==> src/rtl/stream_core_pkg.sv <==
package stream_core_pkg;

  localparam int OP_W = 3;

  typedef enum logic [OP_W-1:0] {
    OP_NOP  = 3'd0,
    OP_MOV  = 3'd1,
    OP_MOVI = 3'd2,
    OP_ADD  = 3'd3,
    OP_MUL  = 3'd4
  } op_e;

  localparam int DEF_DATA_W = 8;
  localparam int DEF_REG_AW = 2;
  localparam int DEF_PC_W   = 4;

endpackage

==> src/rtl/sc_fetch.sv <==
module sc_fetch #(
  parameter int PC_W    = 4,
  parameter int INSTR_W = 7
) (
  input  logic               clk,
  input  logic               rst,
  input  logic               ld_we,
  input  logic [PC_W-1:0]    ld_addr,
  input  logic [INSTR_W-1:0] ld_data,
  output logic [INSTR_W-1:0] ir_q
);
  localparam int DEPTH = 1 << PC_W;

  logic [PC_W-1:0]    pc_q;
  logic [INSTR_W-1:0] store_q [DEPTH];

  // free-running address, registered before it reaches the store
  always_ff @(posedge clk) begin
    if (rst) pc_q <= '0;
    else     pc_q <= pc_q + 1'b1;
  end

  // block-RAM style store: one write port, registered read with sync reset
  always_ff @(posedge clk) begin
    if (ld_we) store_q[ld_addr] <= ld_data;
  end

  always_ff @(posedge clk) begin
    if (rst) ir_q <= '0;
    else     ir_q <= store_q[pc_q];
  end

  p_pc_step_r8: assert property (@(posedge clk) disable iff (rst)
    !$past(rst) |-> (pc_q == $past(pc_q) + 1'b1));

  p_pc_reset_r9: assert property (@(posedge clk)
    rst |=> (pc_q == '0));

endmodule

==> src/rtl/sc_decode.sv <==
module sc_decode
  import stream_core_pkg::*;
#(
  parameter int REG_AW  = 2,
  parameter int INSTR_W = OP_W + 2 * REG_AW
) (
  input  logic [INSTR_W-1:0] ir,
  output op_e                op,
  output logic [REG_AW-1:0]  src,
  output logic [REG_AW-1:0]  dst
);
  logic [OP_W-1:0] code;

  assign code = ir[INSTR_W-1 -: OP_W];
  assign src  = ir[2*REG_AW-1 -: REG_AW];
  assign dst  = ir[REG_AW-1:0];

  always_comb begin
    unique case (code)
      3'd1:    op = OP_MOV;
      3'd2:    op = OP_MOVI;
      3'd3:    op = OP_ADD;
      3'd4:    op = OP_MUL;
      default: op = OP_NOP;
    endcase
  end

endmodule

==> src/rtl/sc_regfile.sv <==
module sc_regfile #(
  parameter int DATA_W = 8,
  parameter int REG_AW = 2
) (
  input  logic              clk,
  input  logic              rst,
  input  logic [REG_AW-1:0] ra_a,
  output logic [DATA_W-1:0] rd_a,
  input  logic [REG_AW-1:0] ra_b,
  output logic [DATA_W-1:0] rd_b,
  input  logic              we,
  input  logic [REG_AW-1:0] wa,
  input  logic [DATA_W-1:0] wd,
  input  logic [REG_AW-1:0] dbg_sel,
  output logic [DATA_W-1:0] dbg_data
);
  localparam int NREG = 1 << REG_AW;

  logic [DATA_W-1:0] rf_q [NREG];

  // combinational reads, no write-through
  assign rd_a = rf_q[ra_a];
  assign rd_b = rf_q[ra_b];

  generate
    for (genvar g = 0; g < NREG; g++) begin : g_reg
      always_ff @(posedge clk) begin
        if (rst)                         rf_q[g] <= '0;
        else if (we && (wa == REG_AW'(g))) rf_q[g] <= wd;
      end
    end
  endgenerate

  always_ff @(posedge clk) begin
    if (rst) dbg_data <= '0;
    else     dbg_data <= rf_q[dbg_sel];
  end

  p_write_lands_r1: assert property (@(posedge clk) disable iff (rst)
    we |=> (rf_q[$past(wa)] == $past(wd)));

endmodule

==> src/rtl/sc_execute.sv <==
module sc_execute
  import stream_core_pkg::*;
#(
  parameter int DATA_W = 8,
  parameter int REG_AW = 2
) (
  input  logic              clk,
  input  logic              rst,
  input  op_e               op,
  input  logic [DATA_W-1:0] a,
  input  logic [DATA_W-1:0] b,
  input  logic [REG_AW-1:0] imm,
  input  logic [REG_AW-1:0] dst,
  output logic              wb_we,
  output logic [REG_AW-1:0] wb_dst,
  output logic [DATA_W-1:0] wb_data
);
  logic [DATA_W-1:0] res;
  logic              wr;

  always_comb begin
    res = '0;
    wr  = 1'b1;
    unique case (op)
      OP_MOV:  res = a;
      OP_MOVI: res = {{(DATA_W-REG_AW){1'b0}}, imm};
      OP_ADD:  res = b + a;
      OP_MUL:  res = b * a;
      default: wr  = 1'b0;
    endcase
  end

  always_ff @(posedge clk) begin
    if (rst) begin
      wb_we   <= 1'b0;
      wb_dst  <= '0;
      wb_data <= '0;
    end else begin
      wb_we   <= wr;
      wb_dst  <= dst;
      wb_data <= res;
    end
  end

  p_nop_no_write_r4: assert property (@(posedge clk) disable iff (rst)
    (op == OP_NOP) |=> !wb_we);

  p_mov_passes_r3: assert property (@(posedge clk) disable iff (rst)
    (op == OP_MOV) |=> (wb_we && wb_data == $past(a)));

  p_movi_zext_r6: assert property (@(posedge clk) disable iff (rst)
    (op == OP_MOVI) |=> (wb_data[DATA_W-1:REG_AW] == '0));

endmodule

==> src/rtl/stream_core.sv <==
module stream_core
  import stream_core_pkg::*;
#(
  parameter int DATA_W = DEF_DATA_W,
  parameter int REG_AW = DEF_REG_AW,
  parameter int PC_W   = DEF_PC_W,
  localparam int INSTR_W = OP_W + 2 * REG_AW
) (
  input  logic               clk,
  input  logic               rst,
  input  logic               pgm_we,
  input  logic [PC_W-1:0]    pgm_addr,
  input  logic [INSTR_W-1:0] pgm_data,
  input  logic [REG_AW-1:0]  dbg_sel,
  output logic [DATA_W-1:0]  dbg_data
);
  // stage 1: fetch
  logic [INSTR_W-1:0] ir_q;

  sc_fetch #(.PC_W(PC_W), .INSTR_W(INSTR_W)) u_fetch (
    .clk(clk), .rst(rst), .ld_we(pgm_we), .ld_addr(pgm_addr),
    .ld_data(pgm_data), .ir_q(ir_q)
  );

  // stage 2: decode
  op_e               dec_op;
  logic [REG_AW-1:0] dec_src, dec_dst;

  sc_decode #(.REG_AW(REG_AW), .INSTR_W(INSTR_W)) u_dec (
    .ir(ir_q), .op(dec_op), .src(dec_src), .dst(dec_dst)
  );

  op_e               id_op;
  logic [REG_AW-1:0] id_src, id_dst;

  always_ff @(posedge clk) begin
    if (rst) begin
      id_op  <= OP_NOP;
      id_src <= '0;
      id_dst <= '0;
    end else begin
      id_op  <= dec_op;
      id_src <= dec_src;
      id_dst <= dec_dst;
    end
  end

  // stage 3: register read
  logic [DATA_W-1:0] rd_a, rd_b;
  logic              wb_we;
  logic [REG_AW-1:0] wb_dst;
  logic [DATA_W-1:0] wb_data;

  sc_regfile #(.DATA_W(DATA_W), .REG_AW(REG_AW)) u_rf (
    .clk(clk), .rst(rst),
    .ra_a(id_src), .rd_a(rd_a),
    .ra_b(id_dst), .rd_b(rd_b),
    .we(wb_we), .wa(wb_dst), .wd(wb_data),
    .dbg_sel(dbg_sel), .dbg_data(dbg_data)
  );

  op_e               rr_op;
  logic [DATA_W-1:0] rr_a, rr_b;
  logic [REG_AW-1:0] rr_imm, rr_dst;

  always_ff @(posedge clk) begin
    if (rst) begin
      rr_op  <= OP_NOP;
      rr_a   <= '0;
      rr_b   <= '0;
      rr_imm <= '0;
      rr_dst <= '0;
    end else begin
      rr_op  <= id_op;
      rr_a   <= rd_a;
      rr_b   <= rd_b;
      rr_imm <= id_src;
      rr_dst <= id_dst;
    end
  end

  // stages 4 and 5: execute, then write back through the register file
  sc_execute #(.DATA_W(DATA_W), .REG_AW(REG_AW)) u_ex (
    .clk(clk), .rst(rst), .op(rr_op), .a(rr_a), .b(rr_b),
    .imm(rr_imm), .dst(rr_dst),
    .wb_we(wb_we), .wb_dst(wb_dst), .wb_data(wb_data)
  );

  p_reset_idle_r9: assert property (@(posedge clk)
    rst |=> (!wb_we && rr_op == OP_NOP && id_op == OP_NOP));

  p_stage_order_r1: assert property (@(posedge clk) disable iff (rst)
    ($past(id_op) != OP_NOP) |-> (rr_op == $past(id_op)));

endmodule

==> config.mk <==
export PLATFORM = sky130hd
export DESIGN_NAME = stream_core
export DESIGN_NICKNAME = d
export VERILOG_FILES = /design/src/rtl/stream_core_pkg.sv /design/src/rtl/sc_fetch.sv /design/src/rtl/sc_decode.sv /design/src/rtl/sc_regfile.sv /design/src/rtl/sc_execute.sv /design/src/rtl/stream_core.sv
export SDC_FILE = /design/constraint.sdc
export NUM_CORES = 1
export LEC_CHECK = 0
export ABC_AREA = 1
export BUFFER_PORTS_ARGS = -buffer_cell sky130_fd_sc_hd__clkbuf_2
export CORE_MARGIN = 2
export CORE_UTILIZATION = 60
export DETAILED_ROUTE_END_ITERATION = 10
export GPL_TIMING_DRIVEN = 0
export PLACE_DENSITY = 0.75
export SETUP_SLACK_MARGIN = 0.1
export SYNTH_ARGS = -nofsm -noshare
export SYNTH_HDL_FRONTEND = slang
export SYNTH_SLANG_ARGS = --single-unit
==> constraint.sdc <==
create_clock -name clk -period 4.7 [get_ports clk]
set_clock_uncertainty 0.15 [all_clocks]
set_input_delay 0 -clock clk [delete_from_list [all_inputs] [get_ports clk]]
set_output_delay 0 -clock clk [all_outputs]
set_load 0.05 [all_outputs]
Word level (Yosys, flattened, before mapping)
Memory sizes are Yosys's and may differ from the RTL's. A register that Yosys moved wholly into a read port is not among the register bits.
Index checks and enable logic that the tools add are counted.
{ "classes": {"addsub": 2, "multipliers": 1, "eq_ne": 11, "n_mux": 23, "bitwise_logic": 4, "reduce_logical": 6} }
{ "ops": {"columns": ["op", "n"], "rows": [
  ["8-bit two-way mux", 4],
  ["8-bit one-hot mux with 4 select lines", 1],
  ["1-bit two-way mux", 17],
  ["3-bit by 2-bit == test with 1-bit output, second input constant", 4],
  ["3-bit one-hot mux with 4 select lines", 1],
  ["8-bit adder", 1],
  ["8-bit by 8-bit multiplier with 8-bit output", 1],
  ["3-bit by 1-bit == test with 1-bit output, second input constant", 2],
  ["3-bit == test, second input constant", 2],
  ["4-bit by 1-bit adder with 4-bit output, second input constant", 1],
  ["2-bit == test, second input constant", 2],
  ["1-bit logical AND", 4],
  ["1-bit bitwise OR", 4],
  ["4-bit OR reduction", 1],
  ["2-bit by 1-bit == test with 1-bit output, second input constant", 1],
  ["2-bit logical NOT", 1]
]} }
{ "totals": {"register_bits": 29, "mem_bits_rw": 144, "inputBits": 16, "out_inout_bits": 8, "word_cells": 59, "n_memories": 2} }
{ "mem_list": {"columns": ["name", "depth", "word_bits", "read_ports", "rd_clocked_by_memory_dff", "wr", "line_no", "rtl"], "rows": [
  ["u_fetch.store_q", 16, 7, 1, 1, 1, "sc_fetch.sv:15", "logic [INSTR_W-1:0] store_q [DEPTH];"],
  ["u_rf.rf_q", 4, 8, 3, 3, 4, "sc_regfile.sv:19", "logic [DATA_W-1:0] rf_q [NREG];"]
]} }

Logic depth before layout (Yosys ltp)
Gate-level depths: netlist of the first run.
{ "logic_depth": {"depth_word": 6, "mapped_depth": 21, "depth_no_buf": 21} }

Modules after synthesis
A second synthesis of the first run with hierarchy kept.
{ "hier_totals": {"cells_unflattened": 1137, "area_unflattened_um2": 10127.2} }
{ "modules_own_cells": {"columns": ["mod", "n_inst", "cells_per_inst", "area_per_inst_um2", "seq_area_each_um2"], "rows": [
  ["sc_fetch", 1, 487, 5143.7, 3583.4],
  ["sc_regfile", 1, 281, 2273.4, 1121.1],
  ["sc_execute", 1, 265, 1794.2, 220.2],
  ["stream_core", 1, 93, 859.6, 600.6],
  ["sc_decode", 1, 11, 56.3, 0.0]
]} }

Worst setup path before layout of the first run
No wires, ideal clock.
{ "synth_timing": {"path_kind": "register to register", "from": "register rr_a[2], read port of u_rf.rf_q", "to": "register u_ex.wb_data[7]", "setup_time_ns": 0.113, "t_arrival_ns": 3.337, "required_ns": 4.437, "slack_ns": 1.100, "stages_incl_launch_ff": 16, "n_path_buf": 0, "period_less_slack_ns": 3.600, "path_cell_list": "dfxtp_1 nand2_1 fa_1 fa_1 inv_1 fa_1 inv_1 fa_1 inv_1 ha_1 nand2_1 nand2_1 a31oi_1 nand3_1 nand3_2 a21oi_2"} }
{ "synth_via": {"elab_chain_len": 2, "elab_cells_between_ends": 3, "classes_between": "add/sub: 1; mul: 1; mux: 1"} }
{ "synth_rtl": {"columns": ["element", "line_no", "rtl"], "rows": [
  ["start: declaration", "stream_core.sv:63", "logic [DATA_W-1:0] rr_a, rr_b;"],
  ["8-bit by 8-bit multiplier with 8-bit output or 8-bit adder (tied branches)", "sc_execute.sv:28, sc_execute.sv:27", null],
  ["8-bit one-hot mux with 4 select lines *", "sc_execute.sv:24", "unique case (op)"],
  ["end signal: assignment", "sc_execute.sv:41", "wb_data <= res;"],
  ["end: declaration", "sc_execute.sv:16", "output logic [DATA_W-1:0] wb_data"]
]} }
Every way passes the cells marked *; elsewhere a longest branch is shown, timed or not.
A chain may end at the register's enable or synchronous reset.

Worst setup path after layout of the first run
Ends and elaborated chain as after synthesis.

==> key figures, run 1 <==
Yosys
  – Top_reg_cell synth: edfxtp_1
  – Post-synth net total: about 990
  – Syn avg cell area: around 10 sq um
  – Sequential-to-total area share from yosys stat: 0.588
  – Synth cell types: 37
  – Dominant cells by area after synthesis: edfxtp_1 46%, dfxtp_1 13%, nor2_1 5.0%
  – Synth top area share: 0.460
  – Post-Syn Area: approximately 9400 sq um
  – Mapped Cells: approximately 940
  – Post-synth EDFFs: around 140
  – Yosys top cell by area: edfxtp_1
  – Yosys warns: 0
  – FFs w/ async S/R, synth: 0
  – Flops & latches, synth: slightly above 200

Timing
  – Final Hold Viols: 0
  – Pins Over Slew Limit: 0
  – Crit path time final: between 3000 and 4000 ps
  – Final period utilization: 0.847
  – F_max: roughly 250 MHz
  – Relative slew slack: 0.0157
  – Worst slew pin tran: around 1500 ps
  – RSZ-0062 raised after global routing: false
  – Final setup vio count: 0
  – Setup TNS: 0 ps

Floorplan
  – Row cnt: 45
  – Initial Util: 0.616
  – I/O Pins: 24
  – Die Y-Extent: roughly 130 um
  – Die Wd: 129 um
  – Core footprint: 15300 sq um
  – Die area: 16700 sq um

Final layout
  – Share of post-route cells with drive strength above 1: 0.100
  – Most frequent cells in the layout: 144 x edfxtp_1, 124 x nor2_1, 115 x nand2_1
  – Synthesis-to-finish area growth: 14.4%
  – Final Net Count: around 1100
  – Most common cell after layout, fill and taps aside: edfxtp_1
  – Fin cells: approximately 1200
  – Antenna cells: 0

Hold path
  – Worst Min Path Start: rst
  – Worst hold path type: primary input to flop

Detailed routing
  – Initial DRC count: 913
  – Routed WL: approximately 23000 um
  – Routed Antenna Nets: 0
  – Routed WL per cell: about 19 um
  – Via density per instance: 5.85
  – Pre-Repair DR Iteration Count: 6
  – Routed via count: around 7200
  – Remaining DRCs: 0

Clock network
  – CTS tree: done
  – Reg clk slew, reported paths: 60 ps
  – Worst-Skew Late Latency: approximately 500 ps
  – H-tree depth: 1
  – CTS sink cnt: slightly above 200
  – Post-cts resize count: 0
  – Clk root buf: clkbuf_16
  – Clock Tree Buf Depth: 3
  – CTS Buf Count: 21

Worst setup path
  – Worst Setup SP: rr_a[2]
  – Critical path arrival: 4270 ps
  – Worst R2R Start: rr_a[2]
  – Startpoint Class: flop
  – Critical setup path kind: flop to flop
  – CP endpoint kind: flop
  – Crit-path max FO: 8
  – Worst path required time: between 4000 and 5000 ps

Power
  – Pwr dens: roughly 400 nW/um^2
  – Peak VDD IR: 0.384 mV
  – LEAKAGE: 4.17 nW
  – Power Total: 4.33 mW

Job
  – Max-cap violations: 1

Outcome
  – Failing checks: max-capacitance violations
  – Outcome: finished, violations left

Global routing
  – Remaining global-route overflow: 0
  – Vias in the first global route: 6773
  – Largest net degree at the start of global routing: 17
  – Initial antenna violation count: 0
  – First-pass GRT wire length: 35700 um
  – GRT Total Usage: 0.280

Placed design
  – RePlAce Congestion: 0.932
  – Dpl hpwl: roughly 16000 um
  – Port Buf Inserts: 21
  – Placed cell count: between 1000 and 1500
-- final timing paths --
| path | to | slack, ps | depth (start not counted) |
|---|---|---|---|
| worst max-delay path | u_ex.wb_data[7] | 720 | 16 |
| worst min-delay path | u_ex.wb_data[7] | 240 | 4 |
| worst max register to register | u_ex.wb_data[7] | 720 | 16 |
| worst min register to register | id_src[1] | 250 | 2 |
-- timing repair --
action,4_1_cts,5_1_grt
hold endpoints to repair,215,0
setup buffers,0,0
hold buffers,19,0
-- cell usage after synthesis (7+ instances only) --
cell type	instances
edfxtp_1	144
nor2_1	124
nand2_1	115
inv_1	111
o21ai_0	73
a21oi_1	61
dfxtp_1	60
o211ai_1	33
clkbuf_1	30
nand3_1	28
ha_1	24
o221ai_1	19
fa_1	13
nand2_2	12
buf_2	11
o21ai_1	11
o22ai_1	9
nor3_1	8
a31oi_1	7
-- registers in the layout, indices dropped and copies added, names as in the netlist, 4 cells and up --
| signal | flops |
|---|---|
| rr_b | 8 |
| u_fetch.pc_q | 4 |
| u_fetch.store_q | 112 |
| u_fetch.ir_q | 7 |
| u_rf.dbg_data | 8 |
| u_rf.rf_q | 32 |
| rr_a | 8 |
| u_ex.wb_data | 8 |
-- logic make-up after synthesis --
family	count (synthesis)	share of synthesized area
AOI/OAI and AO/OA	221	0.139
xor gates and xnor gates	6	0.00559
adders and majority gates	37	0.0597
buffers and inverters	166	0.0702
DFF	204	0.588
and+or+nand+nor	305	0.137
-- per-layer routing --
metal,global-route usage,share of wire,vias to the layer above
met5,0,0,-
met2,0.492,0.51,351
met3,0.0367,0.070,85
met4,0.120,0.042,0
met1,0.351,0.38,3396
li1,-,-,3357
-- where the power goes --
| part | switching (mW) | leakage (nW) | internal (mW) |
|---|---|---|---|
| Clock | 0.691 | 0.380 | 1.17 |
| Combinational | 0.295 | 1.95 | 0.137 |
| Sequential | 0.0465 | 1.84 | 1.99 |
-- layout make-up --
class | instances | area (sq um)
clock buffers | 25 | 551
well taps | 211 | 264
plain buffers | 45 | 205
flip-flops and latches | 204 | 5530
clock inverters | 13 | 230
inverters | 121 | 454
fillers | 1095 | 4520
multi-input cells | 569 | 3220
repair buffers | 40 | 295
-- metrics by stage --
step / cell area [sq um] / hold WS, ps / util / setup slack [ps]
2_1_floorplan: 9390 / -51.1 / - / 1100
3_3_place_gp: 9760 / 192 / 0.640 / 740
3_5_place_dp: 9760 / 190 / 0.640 / 737
4_1_cts: 10700 / 236 / 0.703 / 700
5_1_grt: 10700 / 256 / 0.704 / 452
6_report: 10700 / 243 / 0.704 / 721
-- worst max-delay path: stages, from the launching register on --
cell and delay [ps]:
dfxtp_1 540, nand2_1 140, fa_1 470, fa_1 490, inv_1 50, fa_1 530
inv_1 50, fa_1 480, inv_1 50, ha_1 300, nand2_1 80, nand2_1 50
a31oi_1 200, inv_1 60, nand2_1 80, nand3_2 90, a21oi_2 120
(Power assumes the default switching activity.)
==> inputs of run 2 (changes only) <==
--- a/config.mk
+++ b/config.mk
@@ -5,7 +5,7 @@
 export SDC_FILE = /design/constraint.sdc
 export NUM_CORES = 1
 export LEC_CHECK = 0
-export ABC_AREA = 1
+export ABC_AREA = 0
 export BUFFER_PORTS_ARGS = -buffer_cell sky130_fd_sc_hd__clkbuf_2
 export CORE_MARGIN = 2
 export CORE_UTILIZATION = 60
==> constraint.sdc (replaced) <==
create_clock -name clk -period 4.1 [get_ports clk]
set_clock_uncertainty 0.15 [all_clocks]
set_input_delay 0 -clock clk [delete_from_list [all_inputs] [get_ports clk]]
set_output_delay 0 -clock clk [all_outputs]
set_load 0.05 [all_outputs]
==> run 2 against run 1 <==
The run now ends clean. First-iteration DRC count shrank 68%. Via count shrank 30%. Non-clock buffer count shrank 25. Sequential power grew 14%. Global-route usage shrank 3.8 points. Critical endpoint unchanged. Highest routed layer unchanged. Register-to-register slack lost 520 ps. Die area shrank 3.5%.
==> key figures, run 2 <==
Outcome
  – Outcome: finished clean

Final layout
  – Most common cell after layout, fill and taps aside: edfxtp_1
  – Synthesis-to-finish area growth: 13.4%
  – Most frequent cells in the layout: 144 x edfxtp_1, 59 x mux4_2, 53 x dfxtp_1
  – # fillers: 951
  – Antenna cells: 0
  – Post-route design area: 10300 sq um
  – Final Net Count: slightly below 700
  – Max reg flops: 112
  – Share of post-route cells with drive strength above 1: 0.217
  – Largest register by flop count: u_fetch.store_q
  – Largest registers: u_fetch.store_q: 112 flops, u_rf.rf_q: 32 flops
  – Utilization after layout: 0.701

Timing
  – Crit path time final: 3900 ps
  – Final setup vio count: 0
  – Pins Over Slew Limit: 0
  – Setup TNS: 0 ps
  – Fin Hold WS: approximately 55 ps
  – Final period utilization: 0.951
  – RSZ-0062 raised after global routing: false
  – Relative slew slack: 0.175
  – Worst slew pin tran: between 1000 and 1500 ps
  – F_max: 257 MHz
  – Final Hold Viols: 0

Detailed routing
  – Routed via count: around 5000
  – Initial DRC count: between 200 and 300
  – Remaining DRCs: 0
  – Pre-Repair DR Iteration Count: 5
  – Routed WL per cell: between 20 and 25 um
  – Routed Antenna Nets: 0
  – Routed WL: roughly 18000 um
  – Via density per instance: between 5 and 6

Yosys
  – Post-synth EDFFs: 144
  – Syn avg cell area: 15.7 sq um
  – Commonest cells post-synth: 144 x edfxtp_1, 60 x dfxtp_1, 59 x mux4_2
  – Flops & latches, synth: between 200 and 250
  – Yosys top cell by area: edfxtp_1
  – Post-Syn Area: 9050 sq um
  – Post-synth net total: 631
  – FFs w/ async S/R, synth: 0
  – Most frequent cell after synthesis: edfxtp_1
  – Synth top area share: 0.478
  – Dominant cells by area after synthesis: edfxtp_1 48%, mux4_2 15%, dfxtp_1 13%
  – Mapped Cells: ~580
  – Sequential-to-total area share from yosys stat: 0.610
  – Synth cell types: 35
  – Top_reg_cell synth: edfxtp_1
  – Yosys warns: 0

Power
  – Int Pwr: about 3.4 mW
  – Pwr dens: 431 nW/um^2
  – Power share of the combinational group: 0.088
  – Switching Power: a little under 1 mW
  – LEAKAGE: between 3 and 4 nW
  – Sequential Power Share: 0.524
  – Peak VDD IR: roughly 0.43 mV
  – Sw Ratio: 0.225
  – Clk pwr share: 0.387

Clock network
  – CTS sink cnt: roughly 200
  – CTS Buf Count: 20
  – CTS tree: done
  – Reg clk slew, reported paths: 70 ps
  – H-tree depth: 1
  – Clk root buf: clkbuf_16
  – Worst-Skew Late Latency: around 500 ps
  – Clock Tree Buf Depth: 3

Worst setup path
  – Crit-path max cell delay: 540 ps
  – Critical setup path kind: flop to flop
  – Slowest stage cell, crit path: fa_1
  – Crit-path max FO: 6
  – Worst path required time: around 4300 ps
  – CP endpoint kind: flop
  – Worst reg-to-reg path cell count: 14
  – R2r setup slk: between 200 and 250 ps
  – Buffers & Inverters on Critical Path: 3
  – Critical-path cell list: nand2_1 > fa_2 > fa_1 > inv_1 > fa_1 > inv_1 > fa_2 > inv_2 > ha_4 > a21oi_4 > xnor3_1 > a22oi_1 > o22a_1 > nor2_1
  – Startpoint Class: flop
  – Crit path max-delay family: adder cells
  – WP depth: 14
  – Critical path arrival: 4110 ps

Global routing
  – GRT Total Usage: 0.242
  – Met1 Track Usage GR: 0.282
  – Global route hottest layer: met2
  – Met2 usage: 0.462
  – Vias in the first global route: 5416
  – Remaining global-route overflow: 0
  – Met3 usage: 0.0299
  – Initial antenna violation count: 0
  – First-pass GRT wire length: about 29000 um
  – Largest net degree at the start of global routing: 17

Floorplan
  – Core footprint: 14600 sq um
  – Row cnt: 44
  – Initial Util: 0.618
  – Die area: between 15000 and 20000 sq um
  – Die Y-Extent: between 100 and 150 um
  – I/O Pins: 24
  – Die Wd: 127 um

Placed design
  – Port Buf Inserts: 21
  – RePlAce Congestion: 0.798
  – Dpl cell area: between 9000 and 10000 sq um
  – Dpl hpwl: approximately 12000 um

Hold path
  – Worst hold stages: 3
  – Worst hold path type: primary input to flop

Job
  – Max-cap violations: 0
==> run 2: cell type report <==
cell class              count  area, sq um  area share
clock inverters            11         60.1     0.00585
repair buffers             37          263      0.0256
clock buffers              25          561      0.0546
well taps                 184          230      0.0224
plain buffers              23         92.6     0.00902
inverters                  31          116      0.0113
multi-input cells         320         3390       0.331
flip-flops and latches    204         5550       0.541
==> run 2: worst paths after layout <==
path	to	start
setup / recovery	u_ex.wb_data[7]	rr_b[2]
hold / removal	u_rf.dbg_data[5]	dbg_sel[1]
setup reg to reg	u_ex.wb_data[7]	rr_b[2]
hold reg to reg	id_op[2]	u_fetch.ir_q[5]
==> run 2: timing repair <==
action / in CTS / in global routing
hold endpoints to repair: 210 / 0
hold buffers: 15 / 0
gates cloned: 0 / 0
pin swaps: 6 / 5
gates resized for setup: 13 / 12
endpoints found under the setup margin: 1 / 1
setup buffers: 1 / 0
==> run 2: stage by stage <==
stage	worst slack (ps)	std cells	power (mW)
after global placement	-233	783	2.72
final	202	835	4.42
after global routing	78.9	835	4.56
after CTS	128	835	4.44
after floorplan	111	578	2.61
after detailed placement	-284	783	2.73
==> run 2: cell families after synthesis <==
| logic type | Yosys count | share of synthesized area |
|---|---|---|
| AO/OA/AOI/OAI | 33 | 0.0267 |
| AND/OR/NAND/NOR | 166 | 0.101 |
| XOR/XNOR | 23 | 0.0276 |
| flip-flops | 204 | 0.610 |
| buffers and inverters | 54 | 0.0231 |
| adder cells (fa/ha/maj) | 37 | 0.0619 |
| multiplexers | 61 | 0.149 |
==> run 2: routing by layer <==
metal	routed length, um	part of all wire	up-vias
met2	10300	0.56	143
met3	738	0.040	40
met5	0	0	-
li1	-	-	2252
met4	539	0.029	0
met1	6840	0.37	2571
==> run 2: worst reg2reg max path, stage by stage, from the launching register on <==
cell and delay (ps):
dfxtp_4 400, nand2_1 90, fa_2 360, fa_1 480, inv_1 60, fa_1 540, inv_1 50, fa_2 520
inv_2 50, ha_4 220, a21oi_4 150, xnor3_1 320, a22oi_1 150, o22a_1 180, nor2_1 50
==> run 2: power by group through the flow <==
| stage | Combinational [mW] | Sequential (mW) | Clock, mW |
|---|---|---|---|
| 3_3_place_gp | 0.362 | 2.35 | 0 |
| 6_report | 0.391 | 2.32 | 1.71 |
| 5_1_grt | 0.423 | 2.33 | 1.81 |
| 3_5_place_dp | 0.371 | 2.36 | 0 |
| 4_1_cts | 0.389 | 2.32 | 1.74 |
| 2_1_floorplan | 0.250 | 2.36 | 0 |
==> inputs of run 3 (changes only) <==
==> constraint.sdc (replaced) <==
create_clock -name clk -period 4.1 [get_ports clk]
set_clock_uncertainty 0.15 [all_clocks]
set_input_delay 0.41 -clock clk [delete_from_list [all_inputs] [get_ports clk]]
set_output_delay 0.41 -clock clk [all_outputs]
set_load 0.05 [all_outputs]
==> run 3 against run 2 <==
Power fell by 0.43%. Sequential cell count did not move. Count of clock-buffer cells in the layout did not move. Via count fell by 3.0%. Combinational power fell by 3%. Core utilization fell by 1.0 points. Final cell count fell by 1.8%. Critical path type unchanged. Critical endpoint unchanged. Largest power group unchanged.
==> key figures, run 3 (synthesis results as in run 2) <==
Final layout
  – Max reg flops: 112
  – Fin cells: just over 800
  – Antenna cells: 0
  – Largest register by flop count: u_fetch.store_q
  – # fillers: about 970
  – Most frequent cells in the layout: 144 x edfxtp_1, 59 x mux4_2, 53 x dfxtp_1
  – Share of post-route cells with drive strength above 1: 0.222
  – Largest registers: u_fetch.store_q: 112 flops, u_rf.rf_q: 32 flops
  – Final Net Count: 675
  – Most common cell after layout, fill and taps aside: edfxtp_1
  – Synthesis-to-finish area growth: 11.7%

Clock network
  – Worst-Skew Late Latency: just under 500 ps
  – Reg clk slew, reported paths: roughly 70 ps
  – CTS tree: done
  – Clk root buf: clkbuf_16
  – CTS Buf Count: 20
  – Clock Tree Buf Depth: 3
  – CTS sink cnt: roughly 200
  – CTS Hold Bufs: 0
  – H-tree depth: 1

Power
  – LEAKAGE: roughly 3.6 nW
  – Sequential Power Share: 0.527
  – Sw Ratio: 0.223
  – Pwr dens: roughly 440 nW/um^2
  – Peak VDD IR: around 0.38 mV
  – Clk pwr share: 0.387
  – Int Pwr: between 3 and 4 mW
  – Power share of the combinational group: 0.086
  – Switching Power: around 980 uW

Worst setup path
  – Critical path arrival: a little over 4000 ps
  – Startpoint Class: flop
  – Critical-path cell list: nand2_1 > fa_2 > fa_1 > inv_1 > fa_1 > inv_1 > fa_2 > inv_2 > ha_4 > a21oi_4 > xnor3_1 > a22oi_1 > o22a_1 > nor2_1
  – R2r setup slk: approximately 210 ps
  – Crit path max-delay family: adder cells
  – Critical setup path kind: flop to flop
  – Slowest stage cell, crit path: fa_1
  – CP endpoint kind: flop
  – Crit-path max FO: 6
  – Worst path required time: between 4000 and 5000 ps
  – Buffers & Inverters on Critical Path: 3
  – Crit-path max cell delay: approximately 540 ps

Placed design
  – RePlAce Congestion: ~0.8
  – Placement Setup Slack: -284 ps
  – Dpl hpwl: around 12000 um
  – Port Buf Inserts: 21
  – Placed cell count: around 800

Timing
  – Final setup vio count: 0
  – Setup ws final: 205 ps
  – Relative slew slack: 0.219
  – Final Hold Viols: 0
  – Pins Over Slew Limit: 0
  – Setup TNS: 0 ps
  – Final period utilization: 0.950
  – Worst slew pin tran: 1160 ps
  – RSZ-0062 raised after global routing: false
  – F_max: 257 MHz
  – Crit path time final: 3890 ps

Detailed routing
  – Pre-Repair DR Iteration Count: 5
  – Remaining DRCs: 0
  – Routed WL per cell: 22.0 um
  – Routed Antenna Nets: 0
  – Via density per instance: 5.92
  – Routed WL: between 15000 and 20000 um
  – Routed via count: ~4900
  – Initial DRC count: ~290

Floorplan
  – Core footprint: approximately 15000 sq um
  – I/O Pins: 24
  – Die Wd: roughly 130 um
  – Die Y-Extent: 127 um
  – Die area: 16100 sq um
  – Row cnt: 44
  – Initial Util: 0.618

Global routing
  – Remaining global-route overflow: 0
  – First-pass GRT wire length: 28400 um
  – Vias in the first global route: approximately 5200
  – Initial antenna violation count: 0
  – Largest net degree at the start of global routing: 17
  – GRT Total Usage: 0.236

Job
  – Max-cap violations: 0

Hold path
  – Worst hold path type: primary input to flop

Outcome
  – Outcome: finished clean
## run 3: final cells by class
cell class	count	area, sq um	area share
Buffer	23	92.6	0.00916
Clock buffer	25	561	0.0554
Clock inverter	11	60.1	0.00594
Inverter	31	116	0.0115
Multi-Input combinational cell	320	3390	0.335
Sequential cell	204	5550	0.549
Tap cell	184	230	0.0228
Timing Repair Buffer	22	113	0.0111
## run 3: worst reg2reg max path, delay by kind of cell (launching register included)
family	cells	cell delay, ps
AND/OR/NAND/NOR	2	140
flip-flops	1	400
buffers and inverters	3	160
AO/OA/AOI/OAI	3	480
XOR/XNOR	1	320
adder cells (fa/ha/maj)	5	2120
## run 3: what timing repair did
item                       in CTS  in global routing
pin swaps                       6                  5
setup endpoints to repair       1                  1
buffers inserted                1                  0
resized for setup              13                 12
## run 3: layer usage
metal | routed length [um] | part of all wire | track usage | up-vias
met5 | 0 | 0 | 0 | -
met2 | 10200 | 0.57 | 0.454 | 109
met1 | 6750 | 0.37 | 0.277 | 2490
met3 | 638 | 0.035 | 0.0304 | 33
li1 | - | - | - | 2226
met4 | 431 | 0.024 | 0.0679 | 0
## run 3: worst paths after layout
path / to / start / depth (start not counted)
max: u_ex.wb_data[7] / rr_b[2] / 14
min: u_fetch.store_q[4][5] / pgm_data[5] / 1
max reg2reg: u_ex.wb_data[7] / rr_b[2] / 14
min reg2reg: id_op[2] / u_fetch.ir_q[5] / 1
## run 3: power groups by stage
stage	Sequential, mW	Combinational, mW	Clock (mW)
final	2.32	0.379	1.71
after global routing	2.33	0.411	1.81
after CTS	2.32	0.378	1.74
after detailed placement	2.36	0.371	0
after global placement	2.35	0.362	0
after floorplan	2.36	0.250	0
## run 3: stage by stage
| step | area [sq um] | util | total power, mW | hold WS, ps |
|---|---|---|---|---|
| floorplan | 9050 | - | 2.61 | 241 |
| global placement | 9390 | 0.641 | 2.72 | 251 |
| detailed placement | 9390 | 0.641 | 2.73 | 258 |
| CTS | 10100 | 0.686 | 4.43 | 197 |
| global route | 10100 | 0.690 | 4.54 | 235 |
| finish | 10100 | 0.690 | 4.40 | 205 |
